**src/rtl/irq_flag_pkg.sv**
```systemverilog
package irq_flag_pkg;
  localparam int unsigned NUM_SRC = 7;
  localparam logic ADDR_FLAG = 1'b0;
  localparam logic ADDR_EN   = 1'b1;

  typedef enum int unsigned {
    SRC_PA_C2   = 0,
    SRC_PA_C1   = 1,
    SRC_SHIFT   = 2,
    SRC_PB_C2   = 3,
    SRC_PB_C1   = 4,
    SRC_TIMER_2 = 5,
    SRC_TIMER_1 = 6
  } irq_src_e;
endpackage

```
**src/rtl/irq_flag_bank.sv**
```systemverilog
module irq_flag_bank #(
  parameter int unsigned NUM_SRC = 7
) (
  input  logic               clk_i,
  input  logic               rst_ni,
  input  logic [NUM_SRC-1:0] set_i,
  input  logic [NUM_SRC-1:0] clr_i,
  input  logic               wr_clr_i,
  input  logic [NUM_SRC-1:0] wr_mask_i,
  output logic [NUM_SRC-1:0] flag_o
);
  for (genvar k = 0; k < NUM_SRC; k++) begin : g_flag
    logic clr_k;
    assign clr_k = clr_i[k] | (wr_clr_i & wr_mask_i[k]);
    always_ff @(posedge clk_i or negedge rst_ni) begin
      if (!rst_ni)       flag_o[k] <= 1'b0;
      else if (set_i[k]) flag_o[k] <= 1'b1;  // set has priority
      else if (clr_k)    flag_o[k] <= 1'b0;
    end
  end

  AST_SET_WINS: assert property (@(posedge clk_i) disable iff (!rst_ni)
    (set_i != '0) |=> ((flag_o & $past(set_i)) == $past(set_i)));

  AST_NO_SPURIOUS_SET: assert property (@(posedge clk_i) disable iff (!rst_ni)
    (set_i == '0) |=> ((flag_o & ~$past(flag_o)) == '0));

  AST_CLEAR_TAKES: assert property (@(posedge clk_i) disable iff (!rst_ni)
    (clr_i != '0 && set_i == '0) |=> ((flag_o & $past(clr_i)) == '0));
endmodule

```
**src/rtl/irq_enable_reg.sv**
```systemverilog
module irq_enable_reg #(
  parameter int unsigned NUM_SRC = 7
) (
  input  logic               clk_i,
  input  logic               rst_ni,
  input  logic               wr_i,
  input  logic               set_mode_i,
  input  logic [NUM_SRC-1:0] mask_i,
  output logic [NUM_SRC-1:0] en_o
);
  always_ff @(posedge clk_i or negedge rst_ni) begin
    if (!rst_ni)         en_o <= '0;
    else if (wr_i) begin
      if (set_mode_i)    en_o <= en_o | mask_i;
      else               en_o <= en_o & ~mask_i;
    end
  end

  AST_EN_HOLD: assert property (@(posedge clk_i) disable iff (!rst_ni)
    !wr_i |=> $stable(en_o));

  AST_EN_ZEROS_KEEP: assert property (@(posedge clk_i) disable iff (!rst_ni)
    wr_i |=> ((en_o & ~$past(mask_i)) == ($past(en_o) & ~$past(mask_i))));
endmodule

```
**src/rtl/irq_read_mux.sv**
```systemverilog
module irq_read_mux #(
  parameter int unsigned NUM_SRC = 7,
  localparam int unsigned DATA_W = NUM_SRC + 1
) (
  input  logic               addr_i,
  input  logic [NUM_SRC-1:0] flag_i,
  input  logic [NUM_SRC-1:0] en_i,
  output logic               summary_o,
  output logic [DATA_W-1:0]  rdata_o
);
  import irq_flag_pkg::*;

  assign summary_o = |(flag_i & en_i);

  always_comb begin
    if (addr_i == ADDR_EN) rdata_o = {1'b1, en_i};
    else                   rdata_o = {summary_o, flag_i};
  end
endmodule

```
**src/rtl/irq_flag_unit.sv**
```systemverilog
module irq_flag_unit
  import irq_flag_pkg::*;
#(
  parameter int unsigned SRC_W = NUM_SRC,
  localparam int unsigned DATA_W = SRC_W + 1
) (
  input  logic              clk_i,
  input  logic              rst_ni,
  input  logic [SRC_W-1:0]  set_i,
  input  logic [SRC_W-1:0]  clr_i,
  input  logic              wr_i,
  input  logic              addr_i,
  input  logic [DATA_W-1:0] wdata_i,
  output logic [DATA_W-1:0] rdata_o,
  output logic              irq_pending_o,
  output logic              irq_no
);
  logic [SRC_W-1:0] flag_q;
  logic [SRC_W-1:0] en_q;
  logic             wr_flag;
  logic             wr_en;
  logic             summary;

  assign wr_flag = wr_i & (addr_i == ADDR_FLAG);
  assign wr_en   = wr_i & (addr_i == ADDR_EN);

  irq_flag_bank #(.NUM_SRC(SRC_W)) u_flags (
    .clk_i     (clk_i),
    .rst_ni    (rst_ni),
    .set_i     (set_i),
    .clr_i     (clr_i),
    .wr_clr_i  (wr_flag),
    .wr_mask_i (wdata_i[SRC_W-1:0]),
    .flag_o    (flag_q)
  );

  irq_enable_reg #(.NUM_SRC(SRC_W)) u_enable (
    .clk_i      (clk_i),
    .rst_ni     (rst_ni),
    .wr_i       (wr_en),
    .set_mode_i (wdata_i[DATA_W-1]),
    .mask_i     (wdata_i[SRC_W-1:0]),
    .en_o       (en_q)
  );

  irq_read_mux #(.NUM_SRC(SRC_W)) u_read (
    .addr_i    (addr_i),
    .flag_i    (flag_q),
    .en_i      (en_q),
    .summary_o (summary),
    .rdata_o   (rdata_o)
  );

  assign irq_pending_o = summary;
  assign irq_no        = ~summary;

  AST_IRQ_LOW_WHEN_PENDING: assert property (@(posedge clk_i) disable iff (!rst_ni)
    irq_pending_o |-> !irq_no);

  AST_EN_READ_TOP: assert property (@(posedge clk_i) disable iff (!rst_ni)
    (addr_i == ADDR_EN) |-> rdata_o[DATA_W-1]);

  AST_MASKED_QUIET: assert property (@(posedge clk_i) disable iff (!rst_ni)
    (en_q == '0) |-> irq_no);
endmodule

```
**config.mk**
```make
export PLATFORM = sky130hd
export DESIGN_NAME = irq_flag_unit
export DESIGN_NICKNAME = d
export VERILOG_FILES = /design/src/rtl/irq_flag_pkg.sv /design/src/rtl/irq_flag_bank.sv /design/src/rtl/irq_enable_reg.sv /design/src/rtl/irq_read_mux.sv /design/src/rtl/irq_flag_unit.sv
export SDC_FILE = /design/constraint.sdc
export NUM_CORES = 1
export LEC_CHECK = 0
export BUFFER_PORTS_ARGS = -buffer_cell sky130_fd_sc_hd__buf_2
export CORE_MARGIN = 2
export CORE_UTILIZATION = 35
export CTS_BUF_LIST = sky130_fd_sc_hd__clkbuf_8
export DETAILED_ROUTE_END_ITERATION = 8
export REMOVE_ABC_BUFFERS = 1
export SETUP_SLACK_MARGIN = 0.3
export SLEW_MARGIN = 30
export SYNTH_ARGS = -nofsm -noshare
export SYNTH_HDL_FRONTEND = slang
export SYNTH_SLANG_ARGS = --single-unit
```
**constraint.sdc**
```tcl
create_clock -name clk_i -period 2.95 [get_ports clk_i]
set_input_delay 0.4425 -clock clk_i [delete_from_list [all_inputs] [get_ports clk_i]]
set_output_delay 0.4425 -clock clk_i [all_outputs]
set_load 0.01 [all_outputs]
```
# Word level (Yosys, flattened, before mapping)
# Index checks and enable logic that the tools add are counted.
[word_totals] reg_bits=14 inputBits=26 out_inout_bits=10 wordCells=54
[op_classes] muxes=16 bitwise_logic=22 reduce_logical=8
[op_table] op="$and 7x7->7" count=2
[op_table] op="$mux 1" count=14
[op_table] op="$reduce_bool 2->1" count=7
[op_table] op="$and 1x1->1" count=9
[op_table] op="$mux 8" count=1
[op_table] op="$mux 7" count=1
[op_table] op="$not 7->7" count=1
[op_table] op="$or 1x1->1" count=7
[op_table] op="$or 7x7->7" count=1
[op_table] op="$reduce_or 7->1" count=1
[op_table] op="$not 1->1" count=2

# Logic depth before layout (Yosys ltp)
# Gate-level depths: netlist of run 1.
[logic_depth] word_depth=6 ltp_mapped=3 depth_no_buf=2

# Modules after synthesis
# Synthesis of run 1 repeated with hierarchy kept, for this count alone.
[unflattened] cells_unflattened=65 hier_area_um2=711.9
[modules_own_cells] module="irq_flag_bank" instances=1 cells_per_inst=28 area_per_inst_um2=289.0 seq_area_each_um2=175.2
[modules_own_cells] module="irq_enable_reg" instances=1 cells_per_inst=21 area_per_inst_um2=280.3 seq_area_each_um2=175.2
[modules_own_cells] module="irq_read_mux" instances=1 cells_per_inst=13 area_per_inst_um2=122.6 seq_area_each_um2=0.0
[modules_own_cells] module="irq_flag_unit" instances=1 cells_per_inst=3 area_per_inst_um2=20.0 seq_area_each_um2=0.0

# Worst setup path after synthesis of run 1
# No wires, ideal clock.
[synth_path] path_type="register -> output" from="register with a tool-made name" to="output port irq_no" arrival_time_ps=1016 t_required_ps=2508 setup_slack_ps=1491 stages_incl_launch_ff=3 n_path_buf=0 path_cell_list="dfrtp_1 -> a222oi_1 -> and3_1"
[synth_lines] item="end, declared" line_no="irq_flag_unit.sv:16" source="output logic irq_no"

==> impl_metrics.tcl, run 1 <==
set metrics [dict create \
    status "completed" \
    hold_buffers 0 \
    die_w_um 51.2 \
    end_kind "output pin" \
    mostFrequentLayoutCell "buf_2" \
    finalPower_mw 0.548 \
    grt.total_usage 0.140 \
    drtIter0Drc 6 \
    cp_num_buf_inv 1 \
    rsz0062_at_grt "no" \
    synth_fa_ha_area_frac 0 \
    synth-compound-area-share 0.111 \
    antennaDiodeCount 0 \
    crit_cells 3 \
    finalCriticalPeriod_ns 1.94 \
    initial_core_util 0.362 \
    cp_top_family "compound AO/OA/AOI/OAI gates" \
    fin_nets 128 \
    setup_viol 0 \
    vias_per_cell 4.92 \
    mostFrequentLayoutCells "buf_2, dfrtp_1, mux2_2" \
    synth_top_area_frac 0.450 \
    io-pin-count 36 \
    crit_required_ns 2.51 \
    critPathArrivalTime_ns 1.50 \
    cts_max_level 1 \
    netlist_instances 65 \
    synth.avg_cell_area_um2 12.0 \
    muxShareOfSynthArea 0.217 \
    clock_path_buffers 2 \
    core_um2 2150 \
    cts.sinks 14 \
    drcViolationCount 0 \
    synth_top_family_by_area "multiplexers" \
    grt_max_degree 23 \
    dieArea_um2 2620 \
    yosysSeqAreaShare 0.450 \
    synth_warnings 0 \
    yosysTopAreaCell "dfrtp_1" \
    synthSimpleGateAreaFrac 0.158 \
    finalHoldViolations 0 \
    max_stage_delay_ns 0.53 \
    crit_path_top_delay_cell "a222oi_1" \
    syn_area_um2 778 \
    maxSlewViolCount 0 \
    ys_ff_latch 14 \
    max-cap-violations 0 \
    cts-root-buf "clkbuf_8" \
    synthXorXnorAreaFrac 0 \
    r2r_setup_slack_ns 2.15 \
    antenna_left 0 \
    fmax_mhz 515 \
    hp-class "input pin to async pin" \
    clock_latency_ns 0.24 \
    wire_per_inst_um 12.5 \
    grt_pass1_wl_um 2620 \
    fill_cells 211 \
    cts_tree "yes" \
    period_share 0.658 \
    vias 635 \
    slew_headroom 0.656 \
    dpl.hpwl_um 1170 \
    power_density_nw_per_um2 537 \
    routed_wl_um 1620 \
    syn_to_final_growth_pct 31.0 \
    synth.area.top_cells "dfrtp_1, mux2_2, a31o_2, nand3b_1, mux2_4" \
    register_area_um2 350 \
    place_congestion 0.697 \
    fin_util 0.475 \
    p_leak_nw 0.486 \
    drive_above_1_share 0.604 \
    dr.pass1.iters 4 \
    critPathMaxFanout 3 \
    tightest_slew_ns 0.516 \
    die_h_um 51.2 \
    portBuffers 35 \
    worst_setup_path_start_kind "register" \
    path_cells "a222oi_1, and3_1, buf_2" \
    cts_buffers 3 \
    multi_input_area_um2 378 \
    finClkSkew_ns 0 \
    crit_type "register to output pin" \
    clk_pin_slew_ns 0.06 \
    fin_tns_setup_ns 0 \
    cts_setup_buffers 0 \
    r2r_cells 1 \
    num_rows 17 \
    synth_cell_types 16 \
    cts_resized 0 \
    antenna_found_initial 0 \
    grt_pass1_vias 625 \
    ir_drop_mv 0.320 \
    grt-ovfl-total 0 \
]
==> metal layers <==
metal,track usage,routed length [um],up-vias
met2,0.212,709,25
met1,0.174,780,294
met5,0,0,-
met3,0.0351,101,4
li1,-,-,312
met4,0.0946,25,0
==> kinds of logic (layout without fill, tap and decap cells) <==
kind of cell,after synthesis,in the layout
compound gates,10,10
buf+inv,10,46
flops,14,14
mux,14,14
simple gates,17,17
==> cell usage after synthesis, drive strengths merged <==
master	number
dfrtp	14
mux2	14
nand3	8
a31o	7
inv	7
nand3b	7
buf	3
a22oi	2
a222oi	1
and3	1
nand4b	1
==> worst max-delay path by stage <==
stage                             to  slack, ns     start
after floorplan               irq_no       1.49  register
after global placement    rdata_o[1]       1.21    addr_i
after detailed placement  rdata_o[6]       1.21    addr_i
after CTS                     irq_no       1.01  register
after global routing          irq_no       0.92  register
final                         irq_no       1.01  register
==> cell type report <==
cell class | instances | area share
flip-flops and latches | 14 | 0.344
inverters | 7 | 0.0258
multi-input cells | 41 | 0.371
clock buffers | 4 | 0.0540
well taps | 28 | 0.0344
repair buffers | 35 | 0.172
==> per-stage QoR <==
step | hold WS [ns] | setup WS (ns) | area, um2 | std cells
after floorplan | 0.147 | 1.49 | 754 | 62
after global placement | 0.363 | 1.21 | 965 | 125
after detailed placement | 0.357 | 1.21 | 965 | 125
after CTS | 0.0913 | 1.01 | 1020 | 129
after global routing | 0.109 | 0.921 | 1020 | 129
final | 0.0907 | 1.01 | 1020 | 129
==> report_power, final <==
part | total, mW | leakage [nW] | switching (mW) | internal [mW]
logic | 0.126 | 0.298 | 0.0550 | 0.0714
registers | 0.237 | 0.159 | 0.0194 | 0.218
clock network | 0.184 | 0.0288 | 0.0662 | 0.118
total | 0.548 | 0.486 | 0.141 | 0.407
(Power assumes the default switching activity.)
==> run 2, diff against run 1 <==
- ABC_AREA: default -> 1
- clock period: 2.95 -> 1.9 ns (I/O delays scaled with it)
==> run 2 against run 1 <==
Effect of this change: final cell count increased by 27%; cell area is 2.6% lower; synthesized cell count up 52%; via count is 18% higher; combinational power is 48% higher; sequential power increased by 50%; sequential cell count stayed put; routed wire length is 14% higher.
==> impl_metrics.tcl, run 2 <==
set metrics [dict create \
    dpl.hpwl_um 1420 \
    portBuffers 35 \
    status "completed" \
    cts_max_level 1 \
    setup_viol 0 \
    grt_max_degree 17 \
    dieArea_um2 2470 \
    initial_core_util 0.373 \
    async_flop_share 1.00 \
    power_frac_seq 0.426 \
    cp_top_family "flip-flops" \
    tightest_slew_ns 0.318 \
    period_share 0.759 \
    grt_pass1_wl_um 3130 \
    num_rows 16 \
    mostFrequentLayoutCells "buf_2, nand2_1, dfrtp_1" \
    yosysSeqAreaShare 0.479 \
    cts_tree "yes" \
    ir_drop_mv 0.404 \
    synth.area.top_cells "dfrtp_1, nand2_1, a21o_1, nand3_1, inv_1" \
    crit_type "register to output pin" \
    io-pin-count 36 \
    drcViolationCount 0 \
    maxSlewViolCount 0 \
    yosysTopAreaCell "dfrtp_1" \
    antennaDiodeCount 0 \
    crit_cells 6 \
    worst_setup_path_start_kind "register" \
    mostFrequentLayoutCell "buf_2" \
    critPathMaxFanout 3 \
    finalCriticalPeriod_ns 1.44 \
    wire_per_inst_um 11.2 \
    hp-class "input pin to register" \
    cts_setup_buffers 0 \
    synth_cell_types 13 \
    cp_num_buf_inv 2 \
    rsz0062_at_grt "no" \
    clk_pin_slew_ns 0.06 \
    antenna_found_initial 0 \
    r2r_end "u_flags.flag_o[0]" \
    synth_edf_count 0 \
    vias 747 \
    cts_buffers 3 \
    p_int_mw 0.598 \
    critPathArrivalTime_ns 1.16 \
    place_congestion 0.771 \
    clock_latency_ns 0.24 \
    dr.pass1.iters 4 \
    wl_met2_um 890 \
    vias_per_cell 4.55 \
    power_density_nw_per_um2 842 \
    path_common_cell "nand2_1" \
    pwr-share-clk 0.351 \
    end_kind "output pin" \
    fmax_mhz 693 \
    crit_path_top_delay_cell "dfrtp_1" \
    synth_most_common_cell "nand2_1" \
    clock_path_buffers 2 \
    finClkSkew_ns 0 \
    routed.top_layer "met4" \
    path_cells "nand2_1, nand2_1, nor2_1, nand2_1, inv_1, buf_2" \
    synthFlopType "dfrtp_1" \
    endpoint "irq_no" \
    met1_length_um 821 \
    drive_above_1_share 0.307 \
    combPwrFrac 0.224 \
    cts_resized 0 \
    r2r_setup_slack_ns 1.12 \
    finalHoldViolations 0 \
    wl_met3_um 117 \
    r2r_cells 3 \
    fin_tns_setup_ns 0 \
    syn_to_final_growth_pct 35.7 \
    ys_ff_latch 14 \
    synth_warnings 0 \
    max_stage_delay_ns 0.39 \
    r2r_start "u_flags.flag_o[0]" \
    antenna_left 0 \
    grt_pass1_vias 755 \
    place_ws_ns 0.706 \
    core_um2 1960 \
    worst_slack_ns 0.457 \
    syn_area_um2 732 \
    ys_top_cells_by_count "nand2_1, dfrtp_1, inv_1" \
    drtIter0Drc 21 \
    max-cap-violations 0 \
    hold_buffers 1 \
    die_h_um 49.7 \
    p_leak_nw 0.567 \
    netlist_instances 99 \
    cts.sinks 14 \
    fin_nets 164 \
    synth.avg_cell_area_um2 7.39 \
    die_w_um 49.7 \
    p_switching_mw 0.238 \
    cts-root-buf "clkbuf_8" \
    slew_headroom 0.788 \
    grt.total_usage 0.166 \
    grt-ovfl-total 0 \
    p_sw_frac 0.284 \
    routed_wl_um 1840 \
    synth_top_area_frac 0.479 \
    crit_required_ns 1.62 \
]
[run 2: worst min-delay path by stage]
stage	endpoint	cells past startpoint	startpoint	slack (ns)
after detailed placement	u_flags.flag_o[4]	1	rst_ni	0.20
final	u_flags.flag_o[2]	2	set_i[2]	0.22
after CTS	u_flags.flag_o[3]	2	set_i[3]	0.21
after global placement	u_flags.flag_o[4]	1	rst_ni	0.20
after floorplan	async pin	0	rst_ni	-0.01
after global routing	u_flags.flag_o[3]	2	set_i[3]	0.22
[run 2: final cells by class]
class                      instances  area (um2)
clock buffer                       4        55.1
fill                             226         968
inverter                          12        46.3
multi-input combinational         71         323
sequential                        14         350
tap                               27        33.8
timing repair buffer              36         185
[run 2: logic make-up after synthesis]
logic type | count (synthesis) | share of synthesized area
and+or+nand+nor | 50 | 0.274
AOI/OAI and AO/OA | 21 | 0.168
DFF | 14 | 0.479
buffers and inverters | 14 | 0.0803
[run 2: power groups by stage]
stage                     logic, mW  clock network [mW]  registers (mW)
final                         0.187               0.293           0.356
after global routing          0.215               0.315           0.360
after CTS                     0.190               0.299           0.356
after detailed placement      0.187                   0           0.361
after global placement        0.184                   0           0.360
after floorplan               0.103                   0           0.356
[run 2: metrics by stage]
stage | instance area (um2) | power [mW] | hold slack [ns] | utilization | instances
2_1_floorplan | 719 | 0.459 | -0.0106 | - | 97
4_1_cts | 993 | 0.846 | 0.213 | 0.506 | 164
3_5_place_dp | 928 | 0.549 | 0.200 | 0.473 | 159
3_3_place_gp | 928 | 0.544 | 0.201 | 0.473 | 159
6_report | 993 | 0.836 | 0.216 | 0.506 | 164
5_1_grt | 993 | 0.891 | 0.219 | 0.506 | 164
[run 2: per-layer routing]
metal / vias up / track usage
met3: 2 / 0.0364
met1: 329 / 0.208
li1: 392 / -
met2: 24 / 0.271
met5: - / 0
met4: 0 / 0.0787
[run 2: worst reg2reg max path, stage by stage (launching register included)]
cell and delay, ns:
dfrtp_1 0.37, inv_1 0.07, nor2_1 0.05, a21o_1 0.18
==> run 3, diff against run 2 <==
- clock period: 1.9 -> 1.5 ns (I/O delays scaled with it)
==> run 3 against run 2 <==
Effect of this change: total power is 29% higher; combinational power up 43%; clock skew did not move; hold slack worse by 0.056 ns; via count decreased by 0.80%; clock power up 22%; die area did not move; critical endpoint unchanged; largest power group unchanged.
==> impl_metrics.tcl, run 3 (synthesis results as in run 2) <==
set metrics [dict create \
    cts_max_level 1 \
    io-pin-count 36 \
    dpl.hpwl_um 1330 \
    finalCriticalPeriod_ns 1.35 \
    fmax_mhz 739 \
    vias_per_cell 4.41 \
    grt-ovfl-total 0 \
    antenna_left 0 \
    use_met1 0.225 \
    vias 741 \
    cts-root-buf "clkbuf_8" \
    antennaDiodeCount 0 \
    mostFrequentLayoutCell "buf_2" \
    hp-class "input pin to register" \
    syn_to_final_growth_pct 41.5 \
    cts_buffers 3 \
    met2_usage 0.224 \
    register_area_um2 350 \
    clock_latency_ns 0.24 \
    rsz0062_at_grt "yes" \
    worst_setup_path_start_kind "register" \
    fill_cells 208 \
    final_area_um2 1040 \
    finalHoldViolations 0 \
    max-cap-violations 0 \
    clock_path_buffers 2 \
    crit_required_ns 1.27 \
    busiest_layer "met1" \
    critPathArrivalTime_ns 1.13 \
    multi_input_area_um2 335 \
    die_h_um 49.7 \
    routed_wl_um 1740 \
    place_congestion 0.809 \
    portBuffers 35 \
    num_rows 16 \
    cts_tree "yes" \
    fin_nets 168 \
    gr-usage-met3 0.0303 \
    wire_per_inst_um 10.4 \
    end_kind "output pin" \
    cts.sinks 14 \
    slew_headroom 0.780 \
    drive_above_1_share 0.369 \
    placed_area_um2 928 \
    dr.pass1.iters 4 \
    drtIter0Drc 32 \
    critPathMaxFanout 3 \
    initial_core_util 0.373 \
    power_density_nw_per_um2 1040 \
    mostFrequentLayoutCells "buf_2, nand2_1, dfrtp_1" \
    crit_type "register to output pin" \
    setup_viol 0 \
    drcViolationCount 0 \
    core_um2 1960 \
    grt_max_degree 17 \
    grt_pass1_wl_um 2930 \
    ir_drop_mv 0.609 \
    clk_pin_slew_ns 0.06 \
    grt_pass1_vias 694 \
    antenna_found_initial 0 \
    status "completed" \
    die_w_um 49.7 \
    finClkSkew_ns 0 \
    p_leak_nw 0.587 \
    dieArea_um2 2470 \
    grt.total_usage 0.154 \
    fin_tns_setup_ns 0 \
    tightest_slew_ns 0.330 \
    maxSlewViolCount 0 \
    period_share 0.902 \
]
## run 3: final cells by class
cell class,count,share of cell area
Timing Repair Buffer,40,0.208
Sequential cell,14,0.338
Multi-Input combinational cell,71,0.324
Tap cell,27,0.0326
Inverter,12,0.0447
Clock buffer,4,0.0531
## run 3: what timing repair did
action,in CTS,in global routing
pin swaps,3,3
buffers inserted,0,4
gates resized for setup,1,12
endpoints found under the hold margin,14,0
hold buffers,1,0
cloned,0,0
setup endpoints to repair,3,10
## run 3: through the flow
| stage | setup WS, ns | hold slack [ns] | utilization | std cells | power (mW) |
|---|---|---|---|---|---|
| finish | 0.147 | 0.160 | 0.528 | 168 | 1.08 |
| detailed placement | 0.361 | 0.142 | 0.473 | 159 | 0.692 |
| global route | 0.0366 | 0.161 | 0.528 | 168 | 1.16 |
| global placement | 0.365 | 0.139 | 0.473 | 159 | 0.689 |
| CTS | 0.133 | 0.156 | 0.508 | 164 | 1.06 |
| floorplan | 0.466 | -0.0706 | - | 97 | 0.582 |
## run 3: layer usage
metal	routed length (um)	vias up	part of all wire
li1	-	397	-
met1	836	320	0.48
met2	788	22	0.45
met3	102	2	0.059
met4	13	0	0.0075
met5	0	-	0
## run 3: path summary, 6_finish.rpt
| path | depth (start not counted) | slack (ns) | start | end |
|---|---|---|---|---|
| setup reg to reg | 4 | 0.64 | u_flags.flag_o[5] | u_flags.flag_o[5] |
| hold reg to reg | 2 | 0.51 | register | register |
| min in group asynchronous | 2 | 0.41 | rst_ni | u_flags.flag_o[5] |
| hold / removal | 2 | 0.16 | set_i[6] | u_flags.flag_o[6] |
| max in group asynchronous | 2 | 0.85 | rst_ni | u_flags.flag_o[2] |
| setup / recovery | 6 | 0.15 | register | irq_no |
## run 3: worst max-delay path, stage by stage (launching register included)
cell	delay [ns]
dfrtp_1	0.39
nand2_1	0.07
nand2_1	0.06
nor2_2	0.13
nand2_1	0.08
inv_1	0.05
buf_2	0.11
## run 3: where the power goes
part	switching (mW)	total (mW)	internal (mW)	leakage (nW)
clock network	0.125	0.357	0.232	0.0288
logic	0.142	0.268	0.126	0.395
registers	0.0289	0.451	0.422	0.163
total	0.296	1.08	0.780	0.587
